===== config.mk =====
export PLATFORM = sky130hd
export DESIGN_NAME = alu_flagged
export DESIGN_NICKNAME = d
export VERILOG_FILES = /design/src/rtl/alu_flagged_pkg.sv /design/src/rtl/alu_addsub.sv /design/src/rtl/alu_shift1.sv /design/src/rtl/alu_flag_reg.sv /design/src/rtl/alu_flagged.sv
export SDC_FILE = /design/constraint.sdc
export NUM_CORES = 1
export LEC_CHECK = 0
export ABC_AREA = 1
export BUFFER_PORTS_ARGS = -buffer_cell sky130_fd_sc_hd__buf_2
export CAP_MARGIN = 20
export CORE_ASPECT_RATIO = 1.25
export CORE_MARGIN = 2
export CORE_UTILIZATION = 48
export CTS_CLUSTER_DIAMETER = 30
export DETAILED_ROUTE_END_ITERATION = 7
export GPL_TIMING_DRIVEN = 0
export PLACE_DENSITY = 0.74
export SLEW_MARGIN = 0
export SYNTH_ARGS = -nofsm -noshare
export SYNTH_HDL_FRONTEND = slang
export SYNTH_SLANG_ARGS = --single-unit

===== constraint.sdc =====
create_clock -name clk -period 2.61 [get_ports clk]
set_input_delay 0.1305 -clock clk [delete_from_list [all_inputs] [get_ports clk]]
set_output_delay 0.1305 -clock clk [all_outputs]
set_load 0.005 [all_outputs]

===== src/rtl/alu_flagged_pkg.sv =====
// Package: shared width, operation codes and flag bundle for the ALU.
// Assumes operation codes are a 3-bit field decoded only by alu_flagged.
package alu_flagged_pkg;
    localparam int unsigned DW = 16;

    typedef enum logic [2:0] {
        OP_ADD  = 3'd0,
        OP_SUB  = 3'd1,
        OP_NAND = 3'd2,
        OP_SHL  = 3'd3,
        OP_SHR  = 3'd4,
        OP_SAR  = 3'd5
    } alu_op_e;

    typedef struct packed {
        logic z;
        logic s;
        logic c;
        logic v;
    } flags_t;
endpackage


===== src/rtl/alu_addsub.sv =====
// Adder/subtractor: one carry chain. For subtract it adds the inverted
// second operand with a carry-in of 1. Assumes two's complement operands.
module alu_addsub #(
    parameter int unsigned W = 16
) (
    input  logic [W-1:0] a,
    input  logic [W-1:0] b,
    input  logic         sub,
    output logic [W-1:0] sum,
    output logic         cout,
    output logic         ovf
);
    logic [W-1:0] b_eff;

    // Select the true or inverted second operand and run the chain.
    always_comb begin
        b_eff       = sub ? ~b : b;
        {cout, sum} = {1'b0, a} + {1'b0, b_eff} + {{W{1'b0}}, sub};
        ovf         = (a[W-1] == b_eff[W-1]) && (sum[W-1] != a[W-1]);
    end
endmodule


===== src/rtl/alu_shift1.sv =====
// Single-position shifter: left, logical right and arithmetic right.
// The bit shifted out goes to the carry output. Assumes W >= 2.
module alu_shift1 #(
    parameter int unsigned W = 16
) (
    input  logic [W-1:0] a,
    output logic [W-1:0] shl_q,
    output logic [W-1:0] shr_q,
    output logic [W-1:0] sar_q,
    output logic         shl_c,
    output logic         shr_c
);
    // Build all three shifted values and their shifted-out bits.
    always_comb begin
        shl_q = {a[W-2:0], 1'b0};
        shr_q = {1'b0, a[W-1:1]};
        sar_q = {a[W-1], a[W-1:1]};
        shl_c = a[W-1];
        shr_c = a[0];
    end
endmodule


===== src/rtl/alu_flag_reg.sv =====
// Flag register with synchronous active-low reset and a write enable.
// Assumes the flag inputs are stable at the rising edge.
module alu_flag_reg
    import alu_flagged_pkg::*;
(
    input  logic   clk,
    input  logic   rst_n,
    input  logic   we,
    input  flags_t d,
    output flags_t q
);
    // Clear on reset, capture when enabled, otherwise hold.
    always_ff @(posedge clk) begin
        if (!rst_n)  q <= '0;
        else if (we) q <= d;
    end

    assert_reset_clear_R9: assert property (@(posedge clk)
        !rst_n |=> (q == '0));

    assert_hold_R8: assert property (@(posedge clk) disable iff (!rst_n)
        (!we && $past(rst_n)) |=> $stable(q));
endmodule


===== src/rtl/alu_flagged.sv =====
// Top: 16-bit ALU with a combinational result and a registered flag set.
// Decodes the operation code, picks the result and carry/overflow from the
// arithmetic or shift unit, and derives zero and sign from the result.
// Assumes op_sel, opnd_a and opnd_b are stable around each rising edge.
module alu_flagged
    import alu_flagged_pkg::*;
#(
    parameter int unsigned W = DW
) (
    input  logic         clk,
    input  logic         rst_n,
    input  logic [2:0]   op_sel,
    input  logic [W-1:0] opnd_a,
    input  logic [W-1:0] opnd_b,
    input  logic         flag_we,
    output logic [W-1:0] alu_out,
    output logic         flag_z,
    output logic         flag_s,
    output logic         flag_c,
    output logic         flag_v
);
    localparam int unsigned MSB = W - 1;

    logic [W-1:0] as_sum, shl_q, shr_q, sar_q, res;
    logic         as_cout, as_ovf, shl_c, shr_c;
    logic         c_nx, v_nx;
    flags_t       f_nx, f_q;
    alu_op_e      op;

    assign op = alu_op_e'(op_sel);

    alu_addsub #(.W(W)) u_addsub (
        .a(opnd_a), .b(opnd_b), .sub(op == OP_SUB),
        .sum(as_sum), .cout(as_cout), .ovf(as_ovf)
    );

    alu_shift1 #(.W(W)) u_shift (
        .a(opnd_a), .shl_q(shl_q), .shr_q(shr_q), .sar_q(sar_q),
        .shl_c(shl_c), .shr_c(shr_c)
    );

    // Select the result, carry and overflow for the operation code.
    always_comb begin
        res  = '0;
        c_nx = 1'b0;
        v_nx = 1'b0;
        case (op)
            OP_ADD, OP_SUB: begin res = as_sum; c_nx = as_cout; v_nx = as_ovf; end
            OP_NAND:        res = ~(opnd_a & opnd_b);
            OP_SHL:         begin res = shl_q; c_nx = shl_c; end
            OP_SHR:         begin res = shr_q; c_nx = shr_c; end
            OP_SAR:         begin res = sar_q; c_nx = shr_c; end
            default:        res = '0;
        endcase
    end

    // Bundle the next flag values from the selected result.
    always_comb begin
        f_nx.z = (res == '0);
        f_nx.s = res[MSB];
        f_nx.c = c_nx;
        f_nx.v = v_nx;
    end

    alu_flag_reg u_flags (
        .clk(clk), .rst_n(rst_n), .we(flag_we), .d(f_nx), .q(f_q)
    );

    assign alu_out = res;
    assign flag_z  = f_q.z;
    assign flag_s  = f_q.s;
    assign flag_c  = f_q.c;
    assign flag_v  = f_q.v;

    assert_nand_flags_R3: assert property (@(posedge clk) disable iff (!rst_n)
        (op == OP_NAND) |-> (!c_nx && !v_nx));
    assert_shl_carry_R4: assert property (@(posedge clk) disable iff (!rst_n)
        (op == OP_SHL) |-> (c_nx == opnd_a[MSB] && alu_out[0] == 1'b0));
    assert_shr_fill_R5: assert property (@(posedge clk) disable iff (!rst_n)
        (op == OP_SHR) |-> (alu_out[MSB] == 1'b0 && c_nx == opnd_a[0]));
    assert_sar_sign_R6: assert property (@(posedge clk) disable iff (!rst_n)
        (op == OP_SAR) |-> (alu_out[MSB] == opnd_a[MSB]));
    assert_zero_flag_R7: assert property (@(posedge clk) disable iff (!rst_n)
        flag_we |=> (flag_z == ($past(alu_out) == '0)));
    assert_sign_flag_R7: assert property (@(posedge clk) disable iff (!rst_n)
        flag_we |=> (flag_s == $past(alu_out[MSB])));
    assert_spare_codes_R10: assert property (@(posedge clk) disable iff (!rst_n)
        (op_sel > 3'd5) |-> (alu_out == '0 && !c_nx && !v_nx));
endmodule


## Yosys cells after proc, flatten, opt, wreduce, memory -nomap -nowiden

Cells that the tools add are included.

| operators by class | value |
|---|---|
| add/sub/neg operators | 2 |
| equality and inequality tests | 7 |
| mux-type cells | 4 |
| bitwise gates (word level) | 3 |
| reductions and logical operators | 5 |

Operators with widths:

| cell | count |
|---|---|
| $pmux W16 S5 | 1 |
| $not A16 Y16 | 2 |
| $add A16 B16 Y17 | 1 |
| $add A17 B1 Y17 | 1 |
| $and A16 B16 Y16 | 1 |
| $logic_not A16 Y1 | 1 |
| $mux W16 | 1 |
| $eq A3 B2 Y1 const B | 2 |
| $eq A3 B3 Y1 const B | 2 |
| $reduce_or A2 Y1 | 2 |
| $eq A3 B1 Y1 const B | 1 |
| $logic_not A3 Y1 | 1 |
| $pmux W1 S3 | 1 |
| $eq A1 B1 Y1 | 1 |
| $logic_and A1 B1 Y1 | 1 |
| $mux W1 | 1 |
| $ne A1 B1 Y1 | 1 |

| word-level totals | value |
|---|---|
| flip-flop bits (word level) | 4 |
| input bits | 38 |
| logic and storage cells | 25 |

## Logic depth before layout (Yosys ltp)

| depth | value |
|---|---|
| depth after elaboration | 7 |
| depth in mapped cells | 21 |

## Cells and area by module

A second synthesis with hierarchy kept.

| unflattened totals | value |
|---|---|
| cells, all modules | 457 |
| area total of the unflattened synthesis | 2596.2 um^2 |

Modules (own cells, without submodules):

| module | instances | cells an instance | area each (um^2) | sequential area each (um^2) |
|---|---|---|---|---|
| alu_addsub | 1 | 173 | 1084.8 | 0.0 |
| alu_flagged | 1 | 208 | 965.9 | 0.0 |
| alu_shift1 | 1 | 51 | 379.1 | 0.0 |
| alu_flag_reg | 1 | 25 | 166.4 | 80.1 |

## Worst setup path after synthesis

Ideal clock, no wire load.

| timing path | value |
|---|---|
| kind | input to register |
| from | input port op_sel[1] |
| to | register u_flags.q[3] in the netlist's numbering |
| library setup time | 0.066 ns |
| data arrival time | 2.479 ns |
| required time | 2.544 ns |
| path slack | 0.065 ns |
| cell stages on the path | 18 |
| cell sequence | nor2_4 -> buf_2 -> nand2_1 -> buf_2 -> xnor2_1 -> ha_1 -> nand3_1 -> nand2_1 -> nand2_1 -> nand2_1 -> nand3_1 -> a21oi_1 -> nor2_1 -> nor2_1 -> nand2_1 -> nor2_1 -> nand3_1 -> a21oi_2 |

| between the ends | value |
|---|---|
| word-level cells in the longest chain between the ends | 6 |
| elaborated cells between the ends (all ways) | 12 |

Ends and longest elaborated chain:

| what | RTL line | RTL |
|---|---|---|
| start: declaration | alu_flagged.sv:12 | `input logic [2:0] op_sel,` |
| $eq A3 B1 Y1 | alu_flagged.sv:33, alu_flagged.sv:47 |  |
| $mux W16 | alu_addsub.sv:17 | `b_eff = sub ? ~b : b;` |
| $add A16 B16 Y17 | alu_addsub.sv:18 | `{cout, sum} = {1'b0, a} + {1'b0, b_eff} + {{W{1'b0}}, sub};` |
| $add A17 B1 Y17 | alu_addsub.sv:18 |  |
| $pmux W16 S5 * | alu_flagged.sv:47 | `case (op)` |
| $logic_not A16 Y1 * | alu_flagged.sv:59 | `f_nx.z = (res == '0);` |
| end signal: assignment | alu_flag_reg.sv:14 | `if (!rst_n) q <= '0;` |
| end signal: assignment | alu_flag_reg.sv:15 | `else if (we) q <= d;` |
| end: declaration | alu_flag_reg.sv:10 | `output flags_t q` |

Mark *: on every way between the ends. The rest lies on a longest branch, timed or not.
A chain may end at the register's enable or synchronous reset.

==> key figures <==
Placed design
  – Post-DP HPWL: roughly 5000 µm
  – IO buf count: between 50 and 60
  – Post-Place Cell Area: between 2000 and 2500 µm²
  – RD Place Congestion: 0.932
  – Placed cells: 450

Worst setup path
  – Startpoint Class: input port
  – Crit-path max cell delay: 0.39 ns
  – CP max FO: 7
  – Crit path max-delay cell type: ha_2
  – Worst EP required: 2.48 ns
  – Setup crit end kind: primary output
  – Reg2reg end: u_flags.q[2]$_SDFFE_PN0P_
  – Delay-heaviest family, CP: simple AND/OR/NAND/NOR gates
  – Crit path cell chain: buf_4 -> nor2_4 -> buf_8 -> nand2_8 -> clkbuf_16 -> xnor2_1 -> ha_2 -> nand2_1 -> inv_1 -> nand2_4 -> nand2_4 -> nand2_2 -> nand2_2 -> nand2_2 -> nand2_2 -> nand2_2 -> nand3_2 -> nand2_2 -> buf_4 -> buf_2
  – RR Startpoint: u_flags.q[2]$_SDFFE_PN0P_
  – Worst Path Buf+Inv: 6
  – Most common cell type on the critical path: nand2_2
  – Worst reg-to-reg setup slack: 1.97 ns
  – CP arrival: 2.38 ns
  – WP depth: 20
  – Number of cells on the worst reg-to-reg path: 4
  – Path type of the worst setup path: in2out

Layout
  – Commonest non-fill, non-tap cell in the layout: nand2_1
  – Commonest non-fill, non-tap cells in the layout: nand2_1 (78), buf_2 (56), inv_1 (46)
  – Fill cell count: ~380
  – Max reg flops: 4
  – Layout Cell Area excl Fill: about 2600 µm²
  – Fin cells: about 460
  – Area grow syn2layout: 34.2%
  – Largest regs: u_flags.q x4
  – Inserted Diodes: 0
  – Largest register by flop count: u_flags.q
  – Layout cells sized above 1: a little under a third
  – Nets: 469

Yosys
  – Syn_area_per_cell: 5.61 µm²
  – Cell count after synthesis: 339
  – Largest area contributor in the netlist: nand2_1
  – FF+latch count, synth: 4
  – Count of cell types in the netlist: 36
  – Share of the yosys chip area belonging to registers: ~4.2%
  – Synthesized cell area: 1900 µm²
  – Main area contributors after synthesis: nand2_1 (17%), ha_1 (13%), inv_1 (9.5%), nand3_1 (7.9%), a21oi_1 (7.6%)
  – Syn_nets: between 300 and 400
  – Top cell type's share of synthesized area: roughly 17%
  – Synth Warn #: 0

GRT
  – Largest net degree at the start of global routing: 11
  – GRT Util Overall: 28.8%
  – First-pass GRT wire length: 10000 µm
  – Number of global-route vias before repair: 2187
  – GRT overflow: 0
  – Initial antenna violation count: 0

Clock tree
  – # clock sinks: 4
  – Worst skew pair latency: 0.22 ns
  – Htree depth: 1
  – Clock tree buffer depth: 2
  – Root Driver: clkbuf_8
  – Clock buffer count from CTS: 3
  – CTS clock-pin slew for the worst setup and hold paths: 0.03 ns
  – CTS tree: yes

Drt
  – Drc violations: 0
  – Drt wl/cell: 13.9 µm
  – DR iter-0 viols: 111
  – Pre-Repair DR Iteration Count: 5
  – WL final: 6450 µm
  – ANT nets after route: 0
  – Vias per std cell: ~5.4
  – Detailed-route via count: 2505

Timing
  – Clock Skew: 0 ns
  – Hold Fails Final Rpt: 0
  – Post-layout min period: roughly 2.5 ns
  – Setup TNS Final: 0 ns
  – Final setup viols: 0
  – Worst slew pin tran: ~0.3 ns
  – Relative slew slack: between 70% and 80%
  – Slew Viols, Final: 0
  – Fmax: 399 MHz
  – Min Hold Slack: approximately 0.19 ns
  – Period utilisation layout: 96.0%

Die
  – Die Width: 60.3 µm
  – Initial Util: 50.2%
  – Row count: 25
  – Die H: ~74 µm
  – Num ports: between 50 and 60
  – Die ar.: 4480 µm²
  – CORE AREA: 3780 µm²

Power
  – P per Cell Area: 315 nW/µm²
  – Overall power: 0.000803 W
  – Leakage: 1.39 nW
  – Worst VDD drop: 0.206 mV

Run
  – Max cap viols: 0

Worst hold path
  – Hold Startpoint: rst_n
  – Hold path depth: 3
  – Min-Delay Endpoint: u_flags.q[3]$_SDFFE_PN0P_
  – Path type of the worst min-delay path: in2reg

Outcome
  – Status: completed
## Yosys cell counts
master and n:
xnor2_1 11, inv_2 5, a21oi_2 1, nand3_1 30, buf_2 3, nor3_1 1
nor2_1 37, o31ai_1 1, a22o_1 1, o21ai_1 2, nand2_1 86, o21ai_0 11
nand3_2 4, o21bai_1 1, xor2_1 5, a21oi_1 29, a221oi_1 4, o22ai_1 2
a21o_1 2, ha_1 19, a211oi_1 3, fa_1 1, nand4_1 3, nor2_2 1
nand2_4 3, clkinv_1 2, nand2_2 7, nand3b_1 4, o21a_1 1, buf_4 2
nor2_4 1, inv_1 48, dfxtp_1 4, nor3_2 1, a221oi_2 2, buf_6 1
## report_power, final
part	internal (W)	total, W	switching [W]
clock	0.0000983	0.000131	0.0000322
combinational	0.000243	0.000607	0.000364
sequential	0.0000641	0.0000651	0.00000100
total	0.000406	0.000803	0.000397
## area by class of cell
class | count | area [µm²] | area share, %
buffer | 6 | 66.3 | 2.60
multi-input combinational | 274 | 1700 | 66.8
inverter | 55 | 206 | 8.09
sequential | 4 | 80.1 | 3.14
tap | 54 | 67.6 | 2.65
clock buffer | 3 | 41.3 | 1.62
timing repair buffer | 67 | 387 | 15.1
## stage by stage
step	setup slack, ns	utilization (%)
finish	0.104	67.4
CTS	0.00462	62.1
global placement	-0.804	59.6
global route	-0.0140	67.4
detailed placement	-0.816	59.6
floorplan	0.0647	-
## routing by layer
| metal | GRT usage, % | part of all wire (%) |
|---|---|---|
| met3 | 2.43 | 7.3 |
| met2 | 51.2 | 50 |
| met4 | 8.15 | 2.4 |
| met5 | 0 | 0 |
| met1 | 36.5 | 41 |
## worst register-to-register path, stage by stage, from the launching register on
cell and delay [ns]:
dfxtp_1 0.29, nor2_1 0.08, nor2_1 0.04, o21ai_0 0.06, inv_1 0.05
## what timing repair did
| action | CTS | global route |
|---|---|---|
| gates resized for setup | 14 | 33 |
| pin swaps | 2 | 15 |
| hold endpoints to repair | 0 | 0 |
| gates cloned | 0 | 1 |
| endpoints found under the setup margin | 18 | 10 |
| hold buffers | 0 | 0 |
| setup buffers | 1 | 8 |
## how the worst max path moves through the flow
| stage | slack, ns | to | from |
|---|---|---|---|
| after floorplan | 0.06 | u_flags.q[3]$_SDFFE_PN0P_ | op_sel[1] |
| after global placement | -0.80 | u_flags.q[3]$_SDFFE_PN0P_ | op_sel[1] |
| after detailed placement | -0.82 | u_flags.q[3]$_SDFFE_PN0P_ | op_sel[1] |
| after CTS | 0.005 | alu_out[14] | op_sel[2] |
| after global routing | -0.01 | alu_out[15] | op_sel[2] |
| final | 0.10 | alu_out[15] | op_sel[2] |
## logic make-up after synthesis
family,share of synthesized area [%]
compound gates,19.2
fa+ha+maj,13.6
flops,4.21
xor+xnor,7.37
simple gates,42.6
buf+inv,13.0
(Power assumes the default switching activity.)
